`src/rtl/fe_pkg.sv`:
```
package fe_pkg;

    typedef enum logic [1:0] {
        CLS_NONE   = 2'b00,
        CLS_FAIL   = 2'b01,
        CLS_LATENT = 2'b10,
        CLS_SILENT = 2'b11
    } fe_class_e;

    typedef enum logic [3:0] {
        S_IDLE,
        S_GRST,
        S_GRUN,
        S_GCAP,
        S_FETCH,
        S_LOAD,
        S_SHIN,
        S_RUN,
        S_DRAIN,
        S_SCMP,
        S_REPORT,
        S_DONE
    } fe_state_e;

endpackage

```
`src/rtl/fe_bit_counter.sv`:
```
module fe_bit_counter #(
    parameter int COUNT = 16
) (
    input  logic clk,
    input  logic rst_n,
    input  logic clr,
    input  logic step,
    output logic last
);
    localparam int CW = (COUNT > 1) ? $clog2(COUNT) : 1;
    localparam logic [CW-1:0] TOP = CW'(COUNT - 1);

    logic [CW-1:0] cnt_d, cnt_q;

    assign last = (cnt_q == TOP);

    always_comb begin
        cnt_d = cnt_q;
        if (clr) begin
            cnt_d = '0;
        end else if (step) begin
            cnt_d = last ? '0 : cnt_q + 1'b1;
        end
    end

    always_ff @(posedge clk or negedge rst_n) begin
        if (!rst_n) cnt_q <= '0;
        else        cnt_q <= cnt_d;
    end

    AST_CNT_RANGE: assert property (@(posedge clk) disable iff (!rst_n)
        cnt_q <= TOP);

    AST_CNT_WRAP: assert property (@(posedge clk) disable iff (!rst_n)
        (step && !clr && last) |=> (cnt_q == '0));

endmodule

```
`src/rtl/fe_golden_store.sv`:
```
module fe_golden_store #(
    parameter int W = 16
) (
    input  logic clk,
    input  logic rst_n,
    input  logic capture,
    input  logic compare,
    input  logic clr_diff,
    input  logic scan_bit,
    output logic diff
);
    typedef struct packed {
        logic [W-1:0] gold;
        logic         diff;
    } gs_t;

    gs_t r_q, r_d;

    assign diff = r_q.diff;

    always_comb begin
        r_d = r_q;
        if (clr_diff) r_d.diff = 1'b0;
        if (capture) begin
            r_d.gold = {r_q.gold[W-2:0], scan_bit};
        end else if (compare) begin
            r_d.gold = {r_q.gold[W-2:0], r_q.gold[W-1]};
            if (scan_bit != r_q.gold[W-1]) r_d.diff = 1'b1;
        end
    end

    always_ff @(posedge clk or negedge rst_n) begin
        if (!rst_n) r_q <= '0;
        else        r_q <= r_d;
    end

    AST_CAP_CMP_EXCL: assert property (@(posedge clk) disable iff (!rst_n)
        !(capture && compare));

    AST_DIFF_STICKY: assert property (@(posedge clk) disable iff (!rst_n)
        (diff && !clr_diff) |=> diff);

endmodule

```
`src/rtl/fe_out_checker.sv`:
```
module fe_out_checker #(
    parameter int OUT_W = 4,
    parameter int CYC_W = 8
) (
    input  logic             clk,
    input  logic             rst_n,
    input  logic             issue,
    input  logic [CYC_W-1:0] issue_idx,
    input  logic [OUT_W-1:0] cut_out,
    input  logic [OUT_W-1:0] exp_out,
    output logic [CYC_W-1:0] exp_idx,
    output logic             mismatch
);
    typedef struct packed {
        logic             vld;
        logic [CYC_W-1:0] idx;
    } ck_t;

    ck_t r_q, r_d;

    assign exp_idx  = r_q.idx;
    assign mismatch = r_q.vld && (cut_out != exp_out);

    always_comb begin
        r_d     = r_q;
        r_d.vld = issue;
        if (issue) r_d.idx = issue_idx;
    end

    always_ff @(posedge clk or negedge rst_n) begin
        if (!rst_n) r_q <= '0;
        else        r_q <= r_d;
    end

    AST_MISMATCH_NEEDS_ISSUE: assert property (@(posedge clk) disable iff (!rst_n)
        mismatch |-> $past(issue));

endmodule

```
`src/rtl/scanload_fault_ctrl.sv`:
```
module scanload_fault_ctrl
    import fe_pkg::*;
#(
    parameter int STATE_W   = 16,
    parameter int OUT_W     = 4,
    parameter int CYC_W     = 8,
    parameter int TB_CYCLES = 20,
    parameter int FAULT_AW  = 4
) (
    input  logic                     clk,
    input  logic                     rst_n,
    input  logic                     start,
    input  logic [FAULT_AW:0]        num_faults,
    output logic                     rec_rd,
    output logic [FAULT_AW-1:0]      rec_addr,
    input  logic [CYC_W+STATE_W-1:0] rec_rdata,
    output logic                     cut_rst,
    output logic                     cut_en,
    output logic                     scan_en,
    output logic                     scan_in,
    input  logic                     scan_out,
    output logic [CYC_W-1:0]         vec_idx,
    input  logic [OUT_W-1:0]         cut_out,
    output logic [CYC_W-1:0]         exp_idx,
    input  logic [OUT_W-1:0]         exp_out,
    output logic                     res_valid,
    output logic [FAULT_AW-1:0]      res_idx,
    output logic [1:0]               res_class,
    output logic                     busy,
    output logic                     done
);
    localparam int REC_W = CYC_W + STATE_W;
    localparam logic [CYC_W-1:0] LAST_CYC = CYC_W'(TB_CYCLES - 1);

    typedef struct packed {
        fe_state_e           st;
        logic [CYC_W-1:0]    cyc;
        logic [FAULT_AW-1:0] fidx;
        logic [STATE_W-1:0]  ld;
        logic                fail;
    } ctl_t;

    ctl_t r_q, r_d;

    logic cnt_clr, cnt_step, cnt_last;
    logic g_cap, g_cmp, g_clr, g_diff;
    logic chk_issue, mismatch;
    fe_class_e cls;

    fe_bit_counter #(.COUNT(STATE_W)) u_bitcnt (
        .clk  (clk),
        .rst_n(rst_n),
        .clr  (cnt_clr),
        .step (cnt_step),
        .last (cnt_last)
    );

    fe_golden_store #(.W(STATE_W)) u_gold (
        .clk     (clk),
        .rst_n   (rst_n),
        .capture (g_cap),
        .compare (g_cmp),
        .clr_diff(g_clr),
        .scan_bit(scan_out),
        .diff    (g_diff)
    );

    fe_out_checker #(.OUT_W(OUT_W), .CYC_W(CYC_W)) u_chk (
        .clk      (clk),
        .rst_n    (rst_n),
        .issue    (chk_issue),
        .issue_idx(r_q.cyc),
        .cut_out  (cut_out),
        .exp_out  (exp_out),
        .exp_idx  (exp_idx),
        .mismatch (mismatch)
    );

    assign vec_idx   = r_q.cyc;
    assign rec_addr  = r_q.fidx;
    assign res_idx   = r_q.fidx;
    assign res_class = cls;

    always_comb begin
        r_d       = r_q;
        cut_rst   = 1'b0;
        cut_en    = 1'b0;
        scan_en   = 1'b0;
        scan_in   = 1'b0;
        rec_rd    = 1'b0;
        res_valid = 1'b0;
        cls       = CLS_NONE;
        cnt_clr   = 1'b0;
        cnt_step  = 1'b0;
        g_cap     = 1'b0;
        g_cmp     = 1'b0;
        g_clr     = 1'b0;
        chk_issue = 1'b0;
        done      = 1'b0;
        busy      = 1'b1;

        case (r_q.st)
            S_IDLE: begin
                busy = 1'b0;
                if (start) r_d.st = S_GRST;
            end
            S_GRST: begin
                cut_rst = 1'b1;
                r_d.cyc = '0;
                r_d.st  = S_GRUN;
            end
            S_GRUN: begin
                cut_en = 1'b1;
                if (r_q.cyc == LAST_CYC) begin
                    cnt_clr = 1'b1;
                    r_d.st  = S_GCAP;
                end else begin
                    r_d.cyc = r_q.cyc + 1'b1;
                end
            end
            S_GCAP: begin
                scan_en  = 1'b1;
                g_cap    = 1'b1;
                cnt_step = 1'b1;
                if (cnt_last) begin
                    r_d.fidx = '0;
                    r_d.st   = (num_faults == '0) ? S_DONE : S_FETCH;
                end
            end
            S_FETCH: begin
                rec_rd = 1'b1;
                r_d.st = S_LOAD;
            end
            S_LOAD: begin
                r_d.ld   = rec_rdata[STATE_W-1:0];
                r_d.cyc  = rec_rdata[REC_W-1:STATE_W];
                r_d.fail = 1'b0;
                cnt_clr  = 1'b1;
                g_clr    = 1'b1;
                r_d.st   = S_SHIN;
            end
            S_SHIN: begin
                scan_en  = 1'b1;
                scan_in  = r_q.ld[STATE_W-1];
                r_d.ld   = {r_q.ld[STATE_W-2:0], 1'b0};
                cnt_step = 1'b1;
                if (cnt_last) begin
                    r_d.st = (r_q.cyc > LAST_CYC) ? S_SCMP : S_RUN;
                end
            end
            S_RUN: begin
                if (mismatch) begin
                    r_d.fail = 1'b1;
                    r_d.st   = S_REPORT;
                end else begin
                    cut_en    = 1'b1;
                    chk_issue = 1'b1;
                    if (r_q.cyc == LAST_CYC) r_d.st = S_DRAIN;
                    else                     r_d.cyc = r_q.cyc + 1'b1;
                end
            end
            S_DRAIN: begin
                if (mismatch) begin
                    r_d.fail = 1'b1;
                    r_d.st   = S_REPORT;
                end else begin
                    r_d.st = S_SCMP;
                end
            end
            S_SCMP: begin
                scan_en  = 1'b1;
                g_cmp    = 1'b1;
                cnt_step = 1'b1;
                if (cnt_last) r_d.st = S_REPORT;
            end
            S_REPORT: begin
                res_valid = 1'b1;
                if (r_q.fail)    cls = CLS_FAIL;
                else if (g_diff) cls = CLS_LATENT;
                else             cls = CLS_SILENT;
                if (({1'b0, r_q.fidx} + 1'b1) == num_faults) begin
                    r_d.st = S_DONE;
                end else begin
                    r_d.fidx = r_q.fidx + 1'b1;
                    r_d.st   = S_FETCH;
                end
            end
            S_DONE: begin
                busy = 1'b0;
                done = 1'b1;
                if (start) r_d.st = S_GRST;
            end
            default: r_d.st = S_IDLE;
        endcase
    end

    always_ff @(posedge clk or negedge rst_n) begin
        if (!rst_n) begin
            r_q    <= '0;
            r_q.st <= S_IDLE;
        end else begin
            r_q <= r_d;
        end
    end

    AST_EN_EXCL: assert property (@(posedge clk) disable iff (!rst_n)
        !(cut_en && scan_en));

    AST_RST_THEN_RUN: assert property (@(posedge clk) disable iff (!rst_n)
        cut_rst |=> (cut_en && vec_idx == '0));

    AST_FAIL_HALTS: assert property (@(posedge clk) disable iff (!rst_n)
        (res_valid && res_class == CLS_FAIL) |-> !$past(cut_en));

    AST_RES_PULSE: assert property (@(posedge clk) disable iff (!rst_n)
        res_valid |=> !res_valid);

    AST_CLASS_VALID: assert property (@(posedge clk) disable iff (!rst_n)
        res_valid |-> (res_class != CLS_NONE));

    AST_DONE_QUIET: assert property (@(posedge clk) disable iff (!rst_n)
        done |-> (!busy && !cut_en && !scan_en && !rec_rd));

    AST_VEC_RANGE: assert property (@(posedge clk) disable iff (!rst_n)
        cut_en |-> (vec_idx <= LAST_CYC));

    AST_RD_PULSE: assert property (@(posedge clk) disable iff (!rst_n)
        rec_rd |=> !rec_rd);

endmodule

```
`config.mk`:
```
export PLATFORM = sky130hd
export DESIGN_NAME = scanload_fault_ctrl
export DESIGN_NICKNAME = d
export VERILOG_FILES = /design/src/rtl/fe_pkg.sv /design/src/rtl/fe_bit_counter.sv /design/src/rtl/fe_golden_store.sv /design/src/rtl/fe_out_checker.sv /design/src/rtl/scanload_fault_ctrl.sv
export SDC_FILE = /design/constraint.sdc
export NUM_CORES = 1
export LEC_CHECK = 0
export BUFFER_PORTS_ARGS = -buffer_cell sky130_fd_sc_hd__clkbuf_2
export CORE_MARGIN = 3
export CORE_UTILIZATION = 48
export DETAILED_ROUTE_END_ITERATION = 7
export MAX_ROUTING_LAYER = met4
export PLACE_DENSITY = 0.7
export SYNTH_ARGS = -nofsm -noshare
export SYNTH_HDL_FRONTEND = slang
export SYNTH_SLANG_ARGS = --single-unit
export TNS_END_PERCENT = 20
```
`constraint.sdc`:
```
create_clock -name clk -period 1.9 [get_ports clk]
set_input_delay 0.38 -clock clk [delete_from_list [all_inputs] [get_ports clk]]
set_output_delay 0.38 -clock clk [all_outputs]
set_load 0.02 [all_outputs]
```
==> results of run 1 <==
-- cells in the mapped netlist, drive strengths merged, types with 5 or more instances --
cell type  number  area (um^2)
buf            37          259
nand3           6         30.0
a21oi          12         63.8
o211ai          6         45.0
nor2           16         67.6
dfrtp          63         1580
nand2          78          293
nor3           12         65.1
and3            6         37.5
mux2i          18          180
o21ai          40          208
mux2           10          143
xnor2           7         61.3
clkbuf          5         18.8
inv            11         41.3
xor2            7         68.8
-- layout make-up --
cell class | count | area share, %
clock inverters | 5 | 2.17
inverters | 12 | 0.995
well taps | 99 | 2.59
flip-flops and latches | 63 | 33.1
multi-input cells | 273 | 38.9
clock buffers | 11 | 3.17
repair buffers | 133 | 19.1
-- how the worst min path moves through the flow --
stage | startpoint | to | slack [ns] | depth (start not counted)
2_1_floorplan | rst_n | r_q[0] | 0.08 | 0
3_3_place_gp | rst_n | u_gold.r_q[11] | 0.42 | 2
3_5_place_dp | rst_n | u_gold.r_q[12] | 0.43 | 2
4_1_cts | rst_n | rec_addr[1] | 0.05 | 2
5_1_grt | rst_n | u_gold.r_q[11] | 0.05 | 2
6_report | rst_n | u_gold.r_q[12] | 0.04 | 2
-- registers in the layout, indices dropped and copies added (netlist names) --
signal and cells:
r_q 21, rec_addr 4, u_bitcnt.cnt_q 4, u_chk.exp_idx 8, u_chk.r_q 1, u_gold.diff 1, u_gold.r_q 16, vec_idx 8
-- worst register-to-register path, cell delays in order, from the launching register on --
cell and delay (ns):
dfrtp_1 0.38, ha_2 0.19, and4bb_2 0.27, a2111oi_4 0.37
a211oi_2 0.11, buf_4 0.20, o21ai_0 0.18, o21ai_1 0.09
-- cell usage in the layout (no fill, tap or decap), drive strengths merged, types with 3 or more instances in the layout --
cell type	netlist	routed
mux2i	18	18
a21oi	12	12
bufinv	0	3
o211ai	6	6
and2	4	4
dfrtp	63	63
clkbuf	5	78
xor2	7	7
xnor2	7	7
nor2b	4	4
and3	6	6
ha	3	3
inv	11	11
nor2	16	16
mux2	10	10
nand4	3	3
o21ai	40	40
nand2	78	78
buf	37	66
a22oi	3	3
a211oi	3	3
clkinv	1	3
a32oi	3	3
nor3	12	12
nand3	6	6
-- where the power goes --
group	total, W	internal [W]	leakage (nW)	switching (W)
clock	0.00148	0.000943	0.130	0.000534
combinational	0.00482	0.00227	1.34	0.00255
sequential	0.00232	0.00189	0.817	0.000423
-- logic make-up (layout without fill, tap and decap cells) --
family / after synthesis / in the layout
and+or+nand+nor: 145 / 145
AOI/OAI and AO/OA: 83 / 83
DFF: 63 / 63
buffers and inverters: 54 / 161
muxes: 28 / 28
xor gates and xnor gates: 14 / 14
adders and majority gates: 3 / 3
-- through the flow --
step / util, % / hold WS (ns)
final: 65.5 / 0.0384
after global routing: 65.5 / 0.0497
after CTS: 64.0 / 0.0502
after detailed placement: 58.2 / 0.425
after global placement: 58.2 / 0.423
after floorplan: - / 0.0844
-- per-layer routing --
metal	GRT usage (%)	vias up	share of wire, %
li1	-	1543	-
met1	26.0	1524	44
met4	6.96	0	1.4
met5	-	-	0
met3	5.15	15	5.5
met2	35.2	101	49
-- timing repair --
action / in CTS / in global routing
setup endpoints to repair: 24 / 27
cloned: 0 / 0
pin swaps: 9 / 8
resized for setup: 31 / 25
setup buffers: 9 / 3
==> results.sh, run 1 <==
export IMPL_ant_nets=0
export IMPL_drt_pass1_iter_count=4
export IMPL_synth_distinct_cells=63
export IMPL_wire_per_inst_um=14.6
export IMPL_criticalPathCategory="register to output pin"
export IMPL_cp_startpoint="r_q[32]"
export IMPL_ys_ff_latch=63
export IMPL_synth_adder_area_share_pct=1.03
export IMPL_diodes=0
export IMPL_synth_top_family_by_area="simple AND/OR/NAND/NOR gates"
export IMPL_post_route_period_util_pct=106
export IMPL_arrival_ns=1.64
export IMPL_synth_async_reset_ratio_pct=100
export IMPL_worstPathCellList="buf_6, or2b_4, nor3b_4, or2_4, buf_8"
export IMPL_place_port_buffers=74
export IMPL_die_w_um=93.0
export IMPL_r2r_setup_slack_ns=0
export IMPL_slew_violations=0
export IMPL_cts_buffer_depth=2
export IMPL_yosys_warnings=0
export IMPL_design_area_um2=4780
export IMPL_drt_total_wl_um=8680
export IMPL_synthToLayoutAreaGrowth_pct=31.5
export IMPL_r2r_end="vec_idx[3]"
export IMPL_die_h_um=93.0
export IMPL_dieArea_um2=8650
export IMPL_vias=3183
export IMPL_cp_max_fo=4
export IMPL_synthMuxAreaShare_pct=8.88
export IMPL_overflow=0
export IMPL_post_route_cells_drive_above_1_share_pct=39.4
export IMPL_synth_edff_count=0
export IMPL_min_period_ns=2.02
export IMPL_drtIter0Drc=110
export IMPL_grt_antenna_before_repair=0
export IMPL_slew_limit_headroom_pct=68.9
export IMPL_final_seq_area_um2=1580
export IMPL_critical_path_max_stage_delay_ns=0.45
export IMPL_crit_end="cut_en"
export IMPL_coreArea_um2=7290
export IMPL_synthXorXnorAreaFrac_pct=3.58
export IMPL_ys_flop_type="dfrtp_1"
export IMPL_cap_violations=0
export IMPL_synth_area_um2=3630
export IMPL_ir_worst_vdd_mv=0.861
export IMPL_syn_avg_cell_area_um2=9.32
export IMPL_dp_cells=568
export IMPL_required_ns=1.52
export IMPL_worst_path_buf_inv=2
export IMPL_ctsHoldBuffers=0
export IMPL_final_hold_viol_count=0
export IMPL_clock_sinks=63
export IMPL_gp_congestion=0.913
export IMPL_fp_row_count=31
export IMPL_crit_path_end_kind="output pin"
export IMPL_hpwlAfterDp_um=5950
export IMPL_fmax_mhz=496
export IMPL_fin_worst_skew_ns=0.00817
export IMPL_grt_use_total_pct=21.4
export IMPL_cp_depth=5
export IMPL_grt_pass1_vias=3118
export IMPL_crit_slowest_cell="dfrtp_2"
export IMPL_syn_inst=390
export IMPL_p_per_area_nw_per_um2=1800
export IMPL_outcome="finished, violations left"
export IMPL_clkTransAtPathRegs_ns=0.07
export IMPL_grt_max_degree=64
export IMPL_cts_tree="yes"
export IMPL_cts_root_buf="clkbuf_8"
export IMPL_synth_compound_area_share_pct=15.1
export IMPL_yosys_area_share_simple_pct=19.1
export IMPL_fin_nets=536
export IMPL_place_area_um2=4240
export IMPL_rsz0062_at_grt="yes"
export IMPL_rr_startpoint="vec_idx[0]"
export IMPL_vias_per_cell=5.34
export IMPL_total_power_w=0.00861
export IMPL_worst_pin_slew_ns=0.465
export IMPL_grt_first_pass_wirelength_um=14400
export IMPL_cpLargestDelayFamily="simple AND/OR/NAND/NOR gates"
export IMPL_setup_tns_final_ns=-0.519
export IMPL_h_tree_depth=3
export IMPL_post_place_ws_ns=-0.205
export IMPL_p_leak_nw=2.28
export IMPL_fillers=615
export IMPL_design_portCount=75
export IMPL_seq_area_frac_synth_pct=43.4
export IMPL_cts_made_buffers=9
export IMPL_critPathLaunchType="register"
export IMPL_hp_class="input pin to async pin"
export IMPL_drcViolationCount=0
export IMPL_clk_latency_ns=0.34
export IMPL_multi_input_area_um2=1860
export IMPL_start_util_pct=49.8
export IMPL_r2r_cells=7
export IMPL_setup_viol=8
export IMPL_finalNonFillerCells=596
export IMPL_syn_num_nets=434
export IMPL_violations="negative setup slack"
export IMPL_worst_slack_ns=-0.118
(Power assumes the default switching activity.)
==> run 2, diff against run 1 <==
==> constraint.sdc (replaced) <==
create_clock -name clk -period 1.9 [get_ports clk]
set_input_delay 0.095 -clock clk [delete_from_list [all_inputs] [get_ports clk]]
set_output_delay 0.095 -clock clk [all_outputs]
set_load 0.02 [all_outputs]
==> results.sh, run 2 (synthesis gave the netlist of run 1 again) <==
export IMPL_critical_path_max_stage_delay_ns=0.45
export IMPL_post_route_cells_drive_above_1_share_pct=36.4
export IMPL_final_hold_viol_count=0
export IMPL_rsz0062_at_grt="yes"
export IMPL_cp_startpoint="r_q[32]"
export IMPL_vias_per_cell=5.26
export IMPL_post_route_period_util_pct=97.0
export IMPL_start_util_pct=49.8
export IMPL_drcViolationCount=0
export IMPL_r2r_cells=6
export IMPL_grt_use_total_pct=21.4
export IMPL_worst_slack_ns=0.0573
export IMPL_p_per_area_nw_per_um2=1730
export IMPL_slew_violations=0
export IMPL_grt_pass1_vias=3056
export IMPL_cts_root_buf="clkbuf_8"
export IMPL_final_common_cell="nand2_1"
export IMPL_cap_violations=0
export IMPL_cts_made_buffers=9
export IMPL_overflow=0
export IMPL_hp_class="input pin to register"
export IMPL_min_period_ns=1.84
export IMPL_ir_worst_vdd_mv=0.698
export IMPL_dieArea_um2=8650
export IMPL_grt_max_degree=64
export IMPL_critPathLaunchType="register"
export IMPL_arrival_ns=1.75
export IMPL_grt_antenna_before_repair=0
export IMPL_setup_viol=0
export IMPL_synthToLayoutAreaGrowth_pct=27.1
export IMPL_fillers=629
export IMPL_gp_congestion=0.895
export IMPL_drtIter0Drc=151
export IMPL_p_leak_nw=2.22
export IMPL_fp_row_count=31
export IMPL_vias=3110
export IMPL_r2r_setup_slack_ns=0.06
export IMPL_multi_input_area_um2=1860
export IMPL_required_ns=1.80
export IMPL_cp_max_fo=6
export IMPL_crit_slowest_cell="dfrtp_2"
export IMPL_max_flop_register="r_q"
export IMPL_clk_latency_ns=0.35
export IMPL_crit_path_end_kind="output pin"
export IMPL_crit_end="cut_en"
export IMPL_coreArea_um2=7290
export IMPL_grt_first_pass_wirelength_um=14500
export IMPL_fmax_mhz=543
export IMPL_drt_pass1_iter_count=4
export IMPL_design_portCount=75
export IMPL_cts_tree="yes"
export IMPL_r2r_end="r_q[30]"
export IMPL_slew_limit_headroom_pct=62.5
export IMPL_worst_pin_slew_ns=0.560
export IMPL_hpwlAfterDp_um=5880
export IMPL_h_tree_depth=3
export IMPL_final_seq_area_um2=1580
export IMPL_hold_ws_ns=0.0139
export IMPL_final_cell_mix="nand2_1 (77), clkbuf_2 (73), dfrtp_1 (58)"
export IMPL_drt_total_wl_um=8710
export IMPL_fin_worst_skew_ns=0.0145
export IMPL_criticalPathCategory="register to output pin"
export IMPL_largest_register_ffs=21
export IMPL_ant_nets=0
export IMPL_cpMostUsedCell="buf_4"
export IMPL_die_h_um=93.0
export IMPL_rr_startpoint="r_q[32]"
export IMPL_post_place_ws_ns=-0.162
export IMPL_clock_sinks=63
export IMPL_clkTransAtPathRegs_ns=0.07
export IMPL_die_w_um=93.0
export IMPL_fin_nets=531
export IMPL_reg_top3="r_q x21, u_gold.r_q x16"
export IMPL_cts_buffer_depth=2
export IMPL_worstPathCellList="buf_4, or2b_4, nor3b_2, buf_6, or2_2, buf_4"
export IMPL_diodes=0
export IMPL_wire_per_inst_um=14.7
export IMPL_outcome="finished clean"
export IMPL_place_port_buffers=74
## run 2: cell types whose count changed in the layout (fill, tap and decap cells not counted), sizes merged
cell / delta
buf: -14
inv: +1
clkbuf: +5
dlygate4sd3: +2
clkinvlp: +2
a211oi: +1
bufinv: -2
## run 2: how the worst min path moves through the flow
stage | startpoint | endpoint | slack (ns) | depth (start not counted)
floorplan | rst_n | r_q[0] | -0.20 | 0
global placement | rst_n | u_gold.r_q[11] | 0.14 | 2
detailed placement | rst_n | u_gold.r_q[10] | 0.14 | 2
CTS | rec_rdata[16] | vec_idx[0] | 0.01 | 3
global route | rec_rdata[20] | vec_idx[4] | 0.009 | 3
finish | rec_rdata[16] | vec_idx[0] | 0.01 | 3
## run 2: cell type report
type                       count  share of cell area, %
sequential                    63                   34.3
timing repair buffer         127                   17.4
tap                           99                   2.68
inverter                      12                  0.975
multi-input combinational    274                   40.2
clock inverter                 6                   1.46
clock buffer                  10                   2.98
## run 2: through the flow
| stage | utilization [%] | total power (W) | cell area [um^2] | std cells | TNS, ns |
|---|---|---|---|---|---|
| after floorplan | - | 0.00520 | 3630 | 390 | -0.00174 |
| after global placement | 57.1 | 0.00610 | 4160 | 557 | -0.394 |
| after detailed placement | 57.1 | 0.00626 | 4160 | 557 | -1.19 |
| after CTS | 61.8 | 0.00776 | 4500 | 582 | 0 |
| after global routing | 63.3 | 0.00860 | 4620 | 591 | -0.0284 |
| final | 63.3 | 0.00797 | 4620 | 591 | 0 |
## run 2: worst max-delay path: cells and delay by family (launching register included)
kind          cells  cell delay (ns)
flops             1             0.45
simple gates      3             0.56
buf+inv           3             0.40
## run 2: power breakdown
group / switching [W] / internal (W)
logic: 0.00248 / 0.00194
registers: 0.000452 / 0.00189
clock network: 0.000558 / 0.000645
## run 2: what timing repair did
item                                   4_1_cts  5_1_grt
buffers inserted                             5        9
hold buffers                                 2        0
pin swaps                                    5       10
resized for setup                           14       16
gates cloned                                 2        0
setup endpoints to repair                   15       20
endpoints found under the hold margin       64        0
## run 2: routing by layer
metal,global-route usage [%],part of all wire (%)
met5,-,0
met4,5.01,1.1
met3,5.39,5.5
met2,35.0,50
met1,27.0,44
